[config.mk]
export PLATFORM = sky130hd
export DESIGN_NAME = wdf_two_port_adaptor
export DESIGN_NICKNAME = d
export VERILOG_FILES = /design/src/rtl/wdfa_pkg.sv /design/src/rtl/wdfa_ser_sub.sv /design/src/rtl/wdfa_sp_mult.sv /design/src/rtl/wdfa_out_lane.sv /design/src/rtl/wdf_two_port_adaptor.sv
export SDC_FILE = /design/constraint.sdc
export NUM_CORES = 1
export LEC_CHECK = 0
export BUFFER_PORTS_ARGS = -buffer_cell sky130_fd_sc_hd__buf_2
export CAP_MARGIN = 20
export CORE_UTILIZATION = 50
export CTS_CLUSTER_DIAMETER = 60
export DETAILED_ROUTE_END_ITERATION = 10
export GPL_TIMING_DRIVEN = 0
export PLACE_DENSITY = 0.71
export REMOVE_ABC_BUFFERS = 1
export SYNTH_ARGS = -nofsm -noshare
export SYNTH_HDL_FRONTEND = slang
export SYNTH_SLANG_ARGS = --single-unit
[constraint.sdc]
create_clock -name clk -period 1.9 [get_ports clk]
set_input_delay 0.095 -clock clk [delete_from_list [all_inputs] [get_ports clk]]
set_output_delay 0.095 -clock clk [all_outputs]
set_load 0.01 [all_outputs]
[src/rtl/wdfa_pkg.sv]
package wdfa_pkg;

    // Default coefficient width of the adaptor
    localparam int DEF_COEF_W = 5;

    // One full-adder result
    typedef struct packed {
        logic sum;
        logic cy;
    } fa_t;

    // Running state of the guard-bit comparison on one output lane
    typedef struct packed {
        logic ref_bit;   // data sign bit seen on the wire
        logic mism;      // a guard bit differed from it so far
    } ovtrk_t;

    function automatic fa_t full_add(input logic x, input logic y, input logic z);
        fa_t r;
        r.sum = x ^ y ^ z;
        r.cy  = (x & y) | (z & (x ^ y));
        return r;
    endfunction

    // Strobe-to-output delay: one subtractor stage plus the multiplier chain
    function automatic int pipe_lat(input int cw);
        return cw + 1;
    endfunction

endpackage

[src/rtl/wdfa_ser_sub.sv]
module wdfa_ser_sub
    import wdfa_pkg::*;
(
    input  logic clk,
    input  logic rst,
    input  logic start,
    input  logic min_bit,
    input  logic sub_bit,
    output logic diff_q
);
    fa_t  r;
    logic cy_q;

    // Subtraction as min + ~sub + 1; the +1 is injected at the word's LSB
    assign r = full_add(min_bit, ~sub_bit, start ? 1'b1 : cy_q);

    always_ff @(posedge clk) begin
        if (rst) begin
            diff_q <= 1'b0;
            cy_q   <= 1'b0;
        end else begin
            diff_q <= r.sum;
            cy_q   <= r.cy;
        end
    end
endmodule

[src/rtl/wdfa_sp_mult.sv]
module wdfa_sp_mult
    import wdfa_pkg::*;
#(
    parameter int CW = DEF_COEF_W
) (
    input  logic          clk,
    input  logic          rst,
    input  logic          load,    // strobe cycle: capture coefficient
    input  logic [CW-1:0] coef,
    input  logic          start,   // cycle carrying bit 0 of x
    input  logic          x,
    output logic          p_bit
);
    logic [CW-1:0] coef_q;
    logic [CW-1:0] s_vec;
    logic [CW-1:0] c_vec;

    always_ff @(posedge clk) begin
        if (rst)       coef_q <= '0;
        else if (load) coef_q <= coef;
    end

    // One full-adder stage per coefficient bit; partial sums move toward stage 0
    for (genvar j = 0; j < CW; j++) begin : g_stage
        logic pp, sin, cin, sq, cq;
        fa_t  r;
        if (j == CW - 1) begin : g_top
            // sign bit of the coefficient has negative weight: add ~pp, +1 at start
            assign pp  = ~(coef_q[j] & x);
            assign sin = 1'b0;
            assign cin = start ? 1'b1 : c_vec[j];
        end else begin : g_low
            assign pp  = coef_q[j] & x;
            assign sin = start ? 1'b0 : s_vec[j+1];
            assign cin = start ? 1'b0 : c_vec[j];
        end
        assign r = full_add(pp, sin, cin);
        always_ff @(posedge clk) begin
            if (rst) begin
                sq <= 1'b0;
                cq <= 1'b0;
            end else begin
                sq <= r.sum;
                cq <= r.cy;
            end
        end
        assign s_vec[j] = sq;
        assign c_vec[j] = cq;
    end

    assign p_bit = s_vec[0];
endmodule

[src/rtl/wdfa_out_lane.sv]
module wdfa_out_lane
    import wdfa_pkg::*;
#(
    parameter int DW  = 8,
    parameter int LAT = 6
) (
    input  logic clk,
    input  logic rst,
    input  logic out_start,   // cycle of output bit 0
    input  logic a_bit,       // raw incident bit, delayed here
    input  logic q_bit,       // truncated product bit, already aligned
    output logic b_bit,
    output logic ovf
);
    localparam int KMAX = DW + 2;
    localparam int KW   = $clog2(KMAX + 1);

    logic [LAT-1:0] dly_q;
    logic           cy_q;
    logic [KW-1:0]  k_q;
    logic [KW-1:0]  k_cur;
    ovtrk_t         trk_q;
    logic           ovf_q;
    fa_t            add;

    assign add   = full_add(q_bit, dly_q[LAT-1], out_start ? 1'b0 : cy_q);
    assign b_bit = add.sum;
    assign k_cur = out_start ? '0 : k_q;
    assign ovf   = ovf_q;

    always_ff @(posedge clk) begin
        if (rst) begin
            dly_q <= '0;
            cy_q  <= 1'b0;
            k_q   <= KW'(KMAX);
            trk_q <= '0;
            ovf_q <= 1'b0;
        end else begin
            dly_q <= {dly_q[LAT-2:0], a_bit};
            cy_q  <= add.cy;
            if (k_cur != KW'(KMAX))
                k_q <= k_cur + KW'(1);
            if (k_cur == KW'(DW - 1))
                trk_q <= '{ref_bit: add.sum, mism: 1'b0};
            else if (k_cur == KW'(DW))
                trk_q.mism <= add.sum != trk_q.ref_bit;
            else if (k_cur == KW'(DW + 1))
                ovf_q <= trk_q.mism | (add.sum != trk_q.ref_bit);
        end
    end
endmodule

[src/rtl/wdf_two_port_adaptor.sv]
module wdf_two_port_adaptor
    import wdfa_pkg::*;
#(
    parameter int DATA_W = 8,
    parameter int COEF_W = DEF_COEF_W
) (
    input  logic              clk,
    input  logic              rst,
    input  logic              word_start,
    input  logic              a1_bit,
    input  logic              a2_bit,
    input  logic [COEF_W-1:0] coef,
    output logic              b1_bit,
    output logic              b2_bit,
    output logic [1:0]        ovf
);
    localparam int LAT = pipe_lat(COEF_W);

    logic [LAT-1:0] st_q;
    logic           mul_start;
    logic           out_start;
    logic           diff_bit;
    logic           q_bit;
    logic [1:0]     lane_a;
    logic [1:0]     lane_b;

    // Strobe travels with the data: subtractor stage, then multiplier stages
    always_ff @(posedge clk) begin
        if (rst) st_q <= '0;
        else     st_q <= {st_q[LAT-2:0], word_start};
    end
    assign mul_start = st_q[0];
    assign out_start = st_q[LAT-1];

    wdfa_ser_sub u_sub (
        .clk     (clk),
        .rst     (rst),
        .start   (word_start),
        .min_bit (a2_bit),
        .sub_bit (a1_bit),
        .diff_q  (diff_bit)
    );

    wdfa_sp_mult #(.CW(COEF_W)) u_mul (
        .clk   (clk),
        .rst   (rst),
        .load  (word_start),
        .coef  (coef),
        .start (mul_start),
        .x     (diff_bit),
        .p_bit (q_bit)
    );

    // Lane 0 reflects into port 1 (adds a2), lane 1 into port 2 (adds a1)
    assign lane_a = {a1_bit, a2_bit};

    for (genvar l = 0; l < 2; l++) begin : g_lane
        wdfa_out_lane #(.DW(DATA_W), .LAT(LAT)) u_lane (
            .clk       (clk),
            .rst       (rst),
            .out_start (out_start),
            .a_bit     (lane_a[l]),
            .q_bit     (q_bit),
            .b_bit     (lane_b[l]),
            .ovf       (ovf[l])
        );
    end

    assign b1_bit = lane_b[0];
    assign b2_bit = lane_b[1];
endmodule

==> impl.org, run 1 <==
** Critical path
- CP Capture Type :: register
- Counting cells, the worst reg-to-reg path comes to 5.
- Max stage delay on crit path :: approximately 0.57 ns
- The setup check on the worst reg-to-reg path leaves a slack of around 0.15 ns.
- At the worst endpoint, the arrival time is 1.94 ns.
- Worst reg2reg path startpoint :: st_q[5]
- Critical setup path kind :: reg2reg
- The slowest stage of the critical path is the fa_1 cell.
- STA classifies the critical path startpoint as a register.
- In this run the worst setup path begins at st_q[5].
- Cell-by-cell listing of the critical path :: nor2b_1 -> fa_1 -> xor2_1 -> nor3b_1 -> nor4_1
- Crit Path Max Fanout :: 18
- The worst register-to-register path ends at g_lane[1].u_lane.trk_q[0].
- Required time of the critical path :: around 2.1 ns

** Layout
- Antenna diode count :: 0
- Final net count :: just over 200
- Area of all placed cells without fillers :: ~0.0021 mm²
- The post-route netlist has between 10% and 20% of its cells at a drive strength greater than 1.
- The count of cells in the finished layout, fillers not included, comes to about 240.
- Syn-to-layout area delta :: 10.13%

** Drt
- DRC marker count from the first detailed-route iteration :: 50
- For this run, design rule violations remaining after detail routing come to 0.
- Mean number of vias per cell :: a little under 5
- The final layout contains routed wiring with a total length of 2583 µm.
- The first detailed-routing pass took 4 iterations.
- Dividing the detail-routed wire length by the instance count gives about 11 µm.
- For this block, the via count after detailed routing is around 1.1k.
- Once detail routing completed, the nets flagged for antenna violations numbered 0.

** Timing
- Endpoints failing hold :: 0
- Static timing analysis puts the maximum clock frequency at ~0.57 GHz.
- Measured against its own limit, the worst slew margin works out to a little over two fifths.
- Of the available clock period, the critical path in the final layout requires between 90 and 100%.
- Across the routed clock network, the largest skew measured is between 0.008 and 0.009 ns.
- Slew at the pin closest to its max-slew limit :: 0.8514 ns
- Count of endpoints failing setup in the final report :: 0
- Fin. max-slew vios :: 0
- Final worst path period need :: between 1.5 and 2 ns
- Unrepaired setup endpoints after global routing :: no

** CTS
- Root buffer cell :: clkbuf_8
- The H-tree generated during clock tree synthesis spans 2 levels.
- Clk sinks :: just over 50
- After clock tree synthesis, the clock-pin slew on the worst setup and hold paths is 0.08 ns.
- The clock passes through at most 2 buffers.
- After clock tree synthesis, the flow added hold-fix buffers numbering 0.
- Clock latency on the worst-skew pair, taken at its later pin, is about 0.3 ns.
- Total clock buffers created by CTS :: 5
- Clock tree from TritonCTS :: built

** Synthesis
- A synthesized cell averages ~11 µm².
- The share of synthesized area in the top cell type comes to between 50% and 60%.
- Yosys attributes the largest share of cell area to dfxtp_1, nor2b_1, fa_1.
- Synthesis instantiated 27 different standard cells from the library.
- The mapped netlist covers a little under 0.002 mm².
- Post-Synthesis Cells :: ~180
- After synthesis, flip-flops and latches occupy 52.65% of the total area.
- Total of warnings raised by yosys :: 0
- In this run, synthesis produced a sequential element count of 51.
- Cell type with the highest aggregate area in the netlist :: dfxtp_1

** Floorplan
- Effective utilization at floorplan :: between 50% and 60%
- Measured along the y axis, the die boundary spans about 64 µm.
- The die covers between 0.004 and 0.005 mm².
- The floorplan has 22 rows.
- In this run the count of I/O pins placed on the die edge is 14.
- After floorplanning, the core was sized to cover between 0.003 and 0.004 mm².
- The die is 64.28 µm wide.

** Power
- In this run the static leakage power is a little under 0.9 nW.
- Power density relative to cell area :: ~1000 mW/mm²
- Peak supply drop :: ~0.6 mV
- The completed layout was analyzed and its total power is 0.002241 W.

** GRT
- Vias in the first global route :: 1175
- Maximum number of pins on one net before global-route repair :: between 50 and 60
- The initial antenna violation count was 0.
- Global routing finished with a remaining overflow of 0.
- The first global-routing pass estimated 4761 µm of wire.
- Global routing consumed, over all layers together, 15.06% of the routing resources.

** Place
- Placed Instance Area :: 0.002008 mm²
- Port buffer count :: 13
- At the end of routability-driven placement, the weighted congestion stood at around 0.65.
- After detailed placement, the design holds a cell count of 228.
- Post-detail-place hpwl :: about 1700 µm

** Worst hold path
- For hold timing, the worst endpoint is u_mul.coef_q[0].
- The startpoint identified for the worst hold timing path is coef[0].
- The worst hold path was traced through 3 stages.
- Hold crit path type :: in2reg

** Run status
- The flow ran to the end, and the final reports show no timing, DRC or antenna violations.

** Flow run
- Number of max-cap violations :: 0
==> critical path, delay by kind of cell (launching register included) <==
| family | cells | cell delay [ns] |
|---|---|---|
| adders and majority gates | 1 | 0.57 |
| DFF | 1 | 0.46 |
| and+or+nand+nor | 3 | 0.41 |
| xor gates and xnor gates | 1 | 0.21 |
==> power by group <==
group | total (W) | internal (W) | switching, W | leakage [nW]
Sequential | 0.00124 | 0.00115 | 0.0000871 | 0.417
Clock | 0.000749 | 0.000426 | 0.000323 | 0.0612
Combinational | 0.000256 | 0.000137 | 0.000120 | 0.415
==> cell usage after synthesis (all sizes together) <==
master / count
nand3b: 2
clkbuf: 6
a21oi: 8
ha: 1
or2: 2
mux2i: 5
inv: 3
nor2: 10
dfxtp: 51
or4b: 2
o31ai: 2
xnor2: 2
xor2: 6
buf: 6
a311oi: 2
o21bai: 4
nor4: 2
nand3: 2
nor2b: 41
nor3: 4
and2: 4
nor4b: 2
nor3b: 2
fa: 7
nand2: 3
==> stage by stage <==
| stage | setup TNS (ns) | hold slack (ns) | utilization [%] | setup slack [ns] |
|---|---|---|---|---|
| after detailed placement | -0.8955 | 0.3387 | 54.44 | -0.1723 |
| after CTS | 0 | 0.02614 | 57.67 | 0.02194 |
| after global routing | 0 | 0.04796 | 57.90 | 0.003254 |
| after floorplan | -0.03346 | 0.1641 | - | -0.03346 |
| after global placement | -0.3729 | 0.3279 | 54.44 | -0.1155 |
| final | 0 | 0.03432 | 57.90 | 0.1527 |
==> layout make-up <==
class	count	area (µm²)
fill	324	1553
clock inverter	2	35.03
inverter	3	11.26
clock buffer	6	82.58
multi-input combinational	113	857.1
sequential	51	1025
timing repair buffer	13	65.06
tap	48	60.06
==> layout by cell type (no fill, tap or decap), drive strengths merged, types with 3 or more instances in the layout <==
| cell | netlist | routed |
|---|---|---|
| a21oi | 8 | 8 |
| and2 | 4 | 4 |
| buf | 6 | 13 |
| clkbuf | 6 | 6 |
| dfxtp | 51 | 51 |
| fa | 7 | 7 |
| inv | 3 | 3 |
| mux2i | 5 | 5 |
| nand2 | 3 | 3 |
| nor2 | 10 | 10 |
| nor2b | 41 | 41 |
| nor3 | 4 | 4 |
| o21bai | 4 | 4 |
| xor2 | 6 | 6 |
==> sequential cells by signal (all words and copies together), names as in the netlist, 2 cells and up <==
signal               flops
u_mul.g_stage.cq         5
g_lane.u_lane.cy_q       2
st_q                     6
u_mul.g_stage.sq         4
u_mul.coef_q             5
g_lane.u_lane.trk_q      4
g_lane.u_lane.k_q        8
g_lane.u_lane.dly_q     12
g_lane.u_lane.ovf        2
==> cell families after synthesis <==
kind of cell / count (synthesis) / share of synthesized area, %
AOI/OAI and AO/OA: 16 / 5.290
muxes: 5 / 2.581
and+or+nand+nor: 76 / 24.52
DFF: 51 / 52.65
adders and majority gates: 8 / 7.871
buffers and inverters: 15 / 3.483
xor gates and xnor gates: 8 / 3.613
==> repair_timing <==
action	in CTS	in global routing
buffers inserted	0	0
setup endpoints to repair	8	6
gates resized for setup	1	2
pin swaps	0	0
==> worst max-delay path by stage <==
stage | end | slack [ns] | cells past startpoint
6_report | g_lane[1].u_lane.trk_q[0] | 0.15 | 5
5_1_grt | g_lane[0].u_lane.ovf | 0.003 | 5
4_1_cts | g_lane[0].u_lane.ovf | 0.02 | 5
3_5_place_dp | g_lane[0].u_lane.ovf | -0.17 | 5
3_3_place_gp | g_lane[1].u_lane.trk_q[1] | -0.12 | 4
2_1_floorplan | g_lane[1].u_lane.trk_q[1] | -0.03 | 4
==> per-layer routing <==
metal	share of wire, %	up-vias	wire length, µm	global-route usage (%)
met5	0	-	0	0
met4	1.7	0	43	7.500
met3	4.2	5	109	4.286
met2	46	19	1199	26.58
met1	48	529	1230	16.31
li1	-	593	-	-
No activity file was read; power rests on OpenSTA's default activity.
==> run 2, diff against run 1 <==
--- a/config.mk
+++ b/config.mk
@@ -12,6 +12,7 @@
 export DETAILED_ROUTE_END_ITERATION = 10
 export GPL_TIMING_DRIVEN = 0
 export PLACE_DENSITY = 0.71
+export RECOVER_POWER = 25
 export REMOVE_ABC_BUFFERS = 1
 export SYNTH_ARGS = -nofsm -noshare
 export SYNTH_HDL_FRONTEND = slang
==> run 2 against run 1 <==
Effect of this change: fmax shrank 0.19%; clock-buffer cell count unchanged; final area unchanged; critical path depth stayed put; sequential share of layout area is the same; non-clock buffer count unchanged.
==> impl.org, run 2 (synthesized netlist as in run 1, its figures left out) <==
** Critical path
- In this run the worst path has a maximum fanout of 18.
- Cell-by-cell listing of the critical path :: nor2b_1 -> fa_1 -> xor2_1 -> nor3b_1 -> nor4_1
- The kind of cell with the highest combined delay along the critical path is adder cells.
- Critical Path Start Type :: register
- For the worst setup path, the data arrival time is a little under 2 ns.
- Worst path slowest cell :: fa_1
- The worst setup path is of the reg2reg kind.
- Counting both buffers and inverters, the worst setup path holds a total of 0.
- CP Capture Type :: register
- Required time of the critical path :: between 2 and 2.5 ns
- In this design, the stage delay of the slowest critical-path cell is roughly 0.57 ns.

** Timing
- Period Utilization, post-route :: about 92%
- Final worst path period need :: 1.751 ns
- Top achievable clock speed :: ~0.57 GHz
- For the pin with the worst max-slew slack, the measured transition is between 0.9 and 1 ns.
- The worst path meets setup with roughly 0.15 ns of slack.
- Endpoints failing hold :: 0
- Setup violations remaining at the end of the flow were counted as 0.
- The clock arrives with between 0.008 and 0.009 ns of skew.
- Tightest slew margin relative to the limit :: a little over a third
- The max-slew violation count is 0.

** Place
- Placement-stage worst setup slack :: -0.1723 ns
- Post-detail-place hpwl :: between 1500 and 2000 µm
- Port buffering added 13 buffers.
- Placer congestion estimate :: roughly 0.65

** Layout
- Max FFs per register :: 12
- Area taken by multi-input logic gates :: 857.1 µm²
- Syn-to-layout area delta :: 10.13%
- The number of antenna diodes in the final layout is 0.
- The register with the most flip-flops in the final layout is g_lane.u_lane.dly_q.
- Most common cell after layout, fill and taps aside :: dfxtp_1
- Utilization of the core after routing :: ~58%
- Registers take a little over 0.001 mm².
- Top Registers :: g_lane.u_lane.dly_q x12, g_lane.u_lane.k_q x8, st_q x6
- Top library cells by usage in the layout, fill and taps aside :: dfxtp_1, nor2b_1, buf_2
- Counting the fill cells in the layout gives 324.
- Of the cells placed in the final design, the portion with a size suffix greater than 1 is 15.43%.
- Final net count :: 205

** Power
- For this design the static power due to leakage is approximately 0.89 nW.
- Peak supply drop :: 0.6088 mV
- Cell internal power was estimated by the tool at around 0.0017 W.
- Part of the total power dissipated in the clock network :: between 30 and 40%
- Net switching is a little under a quarter of the power.
- Power density relative to cell area :: ~1000 mW/mm²
- In this run the power spent charging and discharging nets is approximately 0.00053 W.
- In this run, the combinational gates consume around 11% of the power.
- Sequential cells burn 55.1% of the power.

** Drt
- Avg WL per Cell :: 10.94 µm
- Mean number of vias per cell :: 4.852
- The count of nets left with antenna violations once routing finished came out at 0.
- The detailed router finished its first iteration with 50 violations.
- After detailed routing, the number of remaining DRC violations is 0.
- The first detailed-routing pass took 4 iterations.
- The detailed router placed ~1.1k vias in this run.
- Total wire length :: about 2600 µm

** Floorplan
- Cell Rows :: 22
- Die X :: around 64 µm
- 14 I/O pins were placed.
- Area of the core :: roughly 0.0037 mm²
- The floorplan step set the die height to ~64 µm.
- The floorplan step defined a die boundary enclosing roughly 0.0041 mm².
- Effective utilization at floorplan :: between 50% and 60%

** CTS
- Clock transition at path regs :: 0.08 ns
- H-tree Lvls :: 2
- Clock tree from TritonCTS :: built
- Post-CTS setup repair buffer count :: 0
- CTS saw slightly above 50 sinks.
- At the later pin of the worst-skew pair, clock insertion delay measures around 0.30 ns.
- Total clock buffers created by CTS :: 5
- The clock passes through at most 2 buffers.
- Clock tree synthesis selected as its root buffer the cell clkbuf_8.

** Flow run
- Number of max-cap violations :: 0

** GRT
- Global-route total usage across every layer :: approximately 15%
- Remaining global-route overflow :: 0
- Global routing used 16.31% of the available met1 tracks.
- Layer with the highest usage after global routing :: met2
- Maximum number of pins on one net before global-route repair :: 52
- Met3 layer usage reported by global route :: about 4.3%
- The via count of the first global-routing pass came to 1175.
- The initial antenna violation count was 0.
- For met2 alone, demand over resource in global routing was a little over a quarter.
- The first global-routing pass estimated 4761 µm of wire.

** Run status
- Status :: completed

** Worst hold path
- The min-delay analysis places its worst path in the category in2reg.
-- run 2: power by group through the flow --
stage	registers (W)	logic [W]	clock network, W
floorplan	0.00124	0.000198	0
global placement	0.00125	0.000238	0
detailed placement	0.00126	0.000254	0
CTS	0.00124	0.000257	0.000779
global route	0.00125	0.000293	0.000815
finish	0.00124	0.000256	0.000749
-- run 2: layout make-up --
class / count / share of cell area [%]
Sequential cell: 51 / 47.98
Timing Repair Buffer: 13 / 3.046
Clock inverter: 2 / 1.640
Multi-Input combinational cell: 113 / 40.13
Clock buffer: 6 / 3.866
Tap cell: 48 / 2.812
Inverter: 3 / 0.5272
-- run 2: worst reg2reg max path, delay by kind of cell, from the launching register on --
| kind | cells | cell delay (ns) |
|---|---|---|
| adder cells (fa/ha/maj) | 1 | 0.57 |
| flip-flops | 1 | 0.46 |
| XOR/XNOR | 1 | 0.21 |
| AND/OR/NAND/NOR | 3 | 0.41 |
-- run 2: timing repair --
action | in CTS | in global routing
endpoints found under the hold margin | 0 | 0
hold buffers | 0 | 0
gates resized for setup | 1 | 2
setup endpoints to repair | 8 | 6
-- run 2: metal layers --
metal,part of all wire [%],wire length (µm),up-vias
met5,0,0,-
met1,48,1230,528
met4,1.7,43,0
met2,46,1199,19
li1,-,-,593
met3,4.2,109,5
-- run 2: path summary, 6_finish.rpt --
kind	from	endpoint	slack (ns)	cells past startpoint
setup / recovery	st_q[5]	g_lane[1].u_lane.trk_q[0]	0.15	5
hold / removal	coef[0]	u_mul.coef_q[0]	0.03	3
setup reg to reg	st_q[5]	g_lane[1].u_lane.trk_q[0]	0.15	5
hold reg to reg	g_lane[0].u_lane.dly_q[3]	g_lane[0].u_lane.dly_q[4]	0.44	1
-- run 2: per-stage QoR --
stage / total power [W] / hold WS [ns] / instance area (µm²) / setup TNS (ns) / instances
after global routing: 0.002360 / 0.04796 / 2136 / -0.005558 / 236
after CTS: 0.002274 / 0.02614 / 2127 / 0 / 236
after floorplan: 0.001442 / 0.1641 / 1883 / -0.03346 / 167
after detailed placement: 0.001516 / 0.3387 / 2008 / -0.8955 / 228
final: 0.002241 / 0.03432 / 2136 / 0 / 236
after global placement: 0.001492 / 0.3279 / 2008 / -0.3729 / 228
==> run 3, diff against run 2 <==
--- a/config.mk
+++ b/config.mk
@@ -5,8 +5,10 @@
 export SDC_FILE = /design/constraint.sdc
 export NUM_CORES = 1
 export LEC_CHECK = 0
+export ABC_AREA = 1
 export BUFFER_PORTS_ARGS = -buffer_cell sky130_fd_sc_hd__buf_2
 export CAP_MARGIN = 20
+export CORE_MARGIN = 4
 export CORE_UTILIZATION = 50
 export CTS_CLUSTER_DIAMETER = 60
 export DETAILED_ROUTE_END_ITERATION = 10
==> run 3 against run 2 <==
Effect of this change: critical path type is now reg2out; cell count rose by 40%; clock-buffer cell count fell by 1; highest routed layer unchanged; fmax up 10%; synthesized cell count increased by 51%; clock skew is 0.0037 ns lower; register-to-register slack improved by 0.22 ns.
==> impl.org, run 3 <==
** Drt
- Once detail routing completed, the nets flagged for antenna violations numbered 0.
- Mean number of vias per cell :: ~4.4
- Avg WL per Cell :: ~8.8 µm
- The routed layout has 1456 vias.
- After the first detailed-routing iteration, the DRC count stood at between 50 and 60.
- The routed design uses 116 µm of met3 wire.
- Drt pass-1 iters :: 4
- The detailed router used layers up to and including met4.
- The detailed router put a total of ~1400 µm of wire on met1.
- After detailed routing, the total wire length is just under 3000 µm.
- Post-detailed-route DRC marker count :: 0
- The routed design uses about 1400 µm of met2 wire.

** Layout
- Area taken by multi-input logic gates :: 774.5 µm²
- Antenna diode count :: 0
- Cells fill a little under three fifths of the core in the end.
- The top cell types in the final layout, fill and taps aside, are nor2_1, inv_1, dfxtp_1.
- Area used by sequential logic in the layout :: about 0.0010 mm²
- In the final layout, the registers with the most flip-flops are g_lane.u_lane.dly_q x12, g_lane.u_lane.k_q x8, st_q x6.
- Ranked by flip-flop count, first place goes to g_lane.u_lane.dly_q.
- Fill cells :: 387
- Relative to the synthesized area, the layout overhead comes to 8.509%.
- The register with the most flip-flops in the layout has 12 of them.
- Final net count :: about 300
- Leaving out fill and tap cells, the most frequent cell in the layout is nor2_1.
- Share of post-route cells with drive strength above 1 :: between 10% and 20%
- Area of all placed cells without fillers :: around 0.0022 mm²

** CTS
- Post-CTS setup repair buffer count :: 0
- Clock transition at path regs :: 0.09 ns
- Clock tree from TritonCTS :: built
- H-tree Lvls :: 2
- The tree is rooted in a clkbuf_8.
- Buffers inserted to repair hold after CTS numbered 0.
- The clock passes through at most 2 buffers.
- Clock latency on the worst-skew pair, taken at its later pin, is ~0.30 ns.
- Clk sinks :: 51
- Gates resized during post-CTS repair numbered 0.
- Total clock buffers created by CTS :: 5

** Timing
- Count of endpoints failing setup in the final report :: 0
- Static timing analysis puts the maximum clock frequency at about 0.63 GHz.
- Fin. max-slew vios :: 0
- Slew at the pin closest to its max-slew limit :: between 0.5 and 0.6 ns
- Adding up every negative setup slack in the final design gives 0 ns.
- The final count of hold timing violations was 0.
- Period Utilization, post-route :: between 80% and 90%
- For the finished layout, the period the worst path requires is around 1.6 ns.
- Measured against its own limit, the worst slew margin works out to 60.71%.
- Across the routed clock network, the largest skew measured is 0.005099 ns.
- Unrepaired setup endpoints after global routing :: no
- Across all hold checks on the routed design, the worst slack comes to approximately 0.014 ns.

** Critical path
- CP Capture Type :: output port
- Endpoint arrival time on the critical path :: between 1 and 1.5 ns
- The critical path is of the reg2out type.
- At the worst endpoint, the required time is 1.80 ns.
- Grouping stages by cell kind, the critical path spends the most delay in adder cells.
- Together, buffers and inverters on the worst path number 1.
- The slowest stage of the critical path belongs to the cell fa_1.
- Critical Path Start Type :: register
- Crit Path Max Fanout :: 3
- The largest single stage delay on the critical path is 0.56 ns.
- Cell-by-cell listing of the critical path :: nor2_1 -> fa_1 -> buf_2

** Run status
- Status :: completed

** Floorplan
- Effective utilization at floorplan :: ~52%
- Die height :: 72.40 µm
- 14 I/O pins were placed.
- From left edge to right edge, the die measures around 72 µm.
- The initialized floorplan defines 23 standard-cell rows.
- The die covers approximately 0.0052 mm².
- In this run the standard cell core region covers between 0.004 and 0.005 mm².

** GRT
- Maximum number of pins on one net before global-route repair :: 36
- First-pass GRT wire length :: roughly 5500 µm
- The via count of the first global-routing pass came to roughly 1.4k.
- Remaining global-route overflow :: 0
- Global-route total usage across every layer :: between 10% and 20%
- Initial antenna violation count :: 0

** Place
- In this run the tool buffered the top-level ports with 13 buffer cells.
- Placer congestion estimate :: between 0.7 and 0.8
- The wire-length estimate of the detail-placed layout is 2050 µm.
- Placed Instance Area :: ~0.0021 mm²

** Synthesis
- Share of the synthesized area in the top cell type :: about half
- The cell count after synthesis came out at 270.
- Flip-flop cell with the highest count after synthesis :: dfxtp_1
- The most common cell in the synthesized netlist is nor2_1.
- Mean instance size in the synthesized netlist :: ~7.7 µm²
- Counting distinct cell types in the post-synthesis netlist gives 23.
- Commonest cells in the netlist :: nor2_1, inv_1, dfxtp_1, nand2_1, nand3_1
- Share of async-settable or async-resettable flops after synthesis :: 0%
- The synthesized design contains slightly above 50 register bits.
- By area the synthesized netlist is led by dfxtp_1, nor2_1, inv_1.
- Post-synth EDFFs :: 0
- Synthesized area :: around 0.0021 mm²
- The share of the Yosys chip area taken by registers is between 40% and 50%.
- dfxtp_1 takes more of the synthesized area than any other cell.
- Total of warnings raised by yosys :: 0

** Flow run
- The tool flagged a number of max-cap violations equal to 0.

** Power
- Peak supply drop :: roughly 0.59 mV
- In this run the power density over the cells is ~1000 mW/mm².
- For this design the static power due to leakage is 1.104 nW.

** Worst hold path
- Hold crit path type :: in2reg
==> run 3: changes by cell type in the layout (fill, tap and decap cells not counted), sizes merged, moves of 5 or more <==
cell | previous run | this run
nor2 | 10 | 74
inv | 3 | 58
nand2 | 3 | 46
nor2b | 41 | 0
o21ai | 0 | 8
a21oi | 8 | 2
nand3 | 2 | 8
xor2 | 6 | 0
mux2i | 5 | 0
==> run 3: path summary, 6_finish.rpt <==
check,startpoint,endpoint,slack [ns],cells past startpoint
max,st_q[5],b1_bit,0.31,3
min,coef[2],u_mul.coef_q[2],0.01,3
max reg2reg,st_q[5],g_lane[0].u_lane.ovf,0.37,7
min reg2reg,st_q[4],st_q[5],0.40,2
==> run 3: worst register-to-register path, cell delays in order (launching register included) <==
cell and delay (ns):
dfxtp_1 0.40, nor2_1 0.09, fa_1 0.56, inv_1 0.07, nand2_1 0.08, nand3b_1 0.08, nor2_1 0.11, nor2_1 0.05
==> run 3: power by group <==
| group | switching (W) | internal, W |
|---|---|---|
| clock | 0.000328 | 0.000385 |
| sequential | 0.0000853 | 0.00116 |
| combinational | 0.000213 | 0.000141 |
==> run 3: stage by stage <==
step	instances	total power (W)	setup WS, ns
finish	331	0.002317	0.3122
floorplan	261	0.001542	0.4385
global route	331	0.002485	0.2349
global placement	324	0.001619	0.3843
detailed placement	324	0.001634	0.3670
CTS	331	0.002358	0.2897
==> run 3: logic make-up (layout without fill, tap and decap cells) <==
family / count (synthesis) / after routing / share of synthesized area, %
adders and majority gates: 8 / 8 / 7.362
AOI/OAI and AO/OA: 10 / 10 / 3.138
DFF: 51 / 51 / 49.25
and+or+nand+nor: 134 / 134 / 26.86
buffers and inverters: 67 / 78 / 13.40
==> run 3: routing by layer <==
metal,GRT usage [%],vias to the layer above
li1,-,792
met1,15.22,646
met2,22.65,14
met3,4.986,4
met4,5.533,0
met5,0,-
==> run 3: final cells by class <==
type                    count  share of cell area (%)
clock buffers               5                   3.059
well taps                  50                   2.781
clock inverters             2                   1.669
repair buffers             13                   2.892
flip-flops and latches     51                   45.38
multi-input cells         152                   34.43
inverters                  58                   9.789
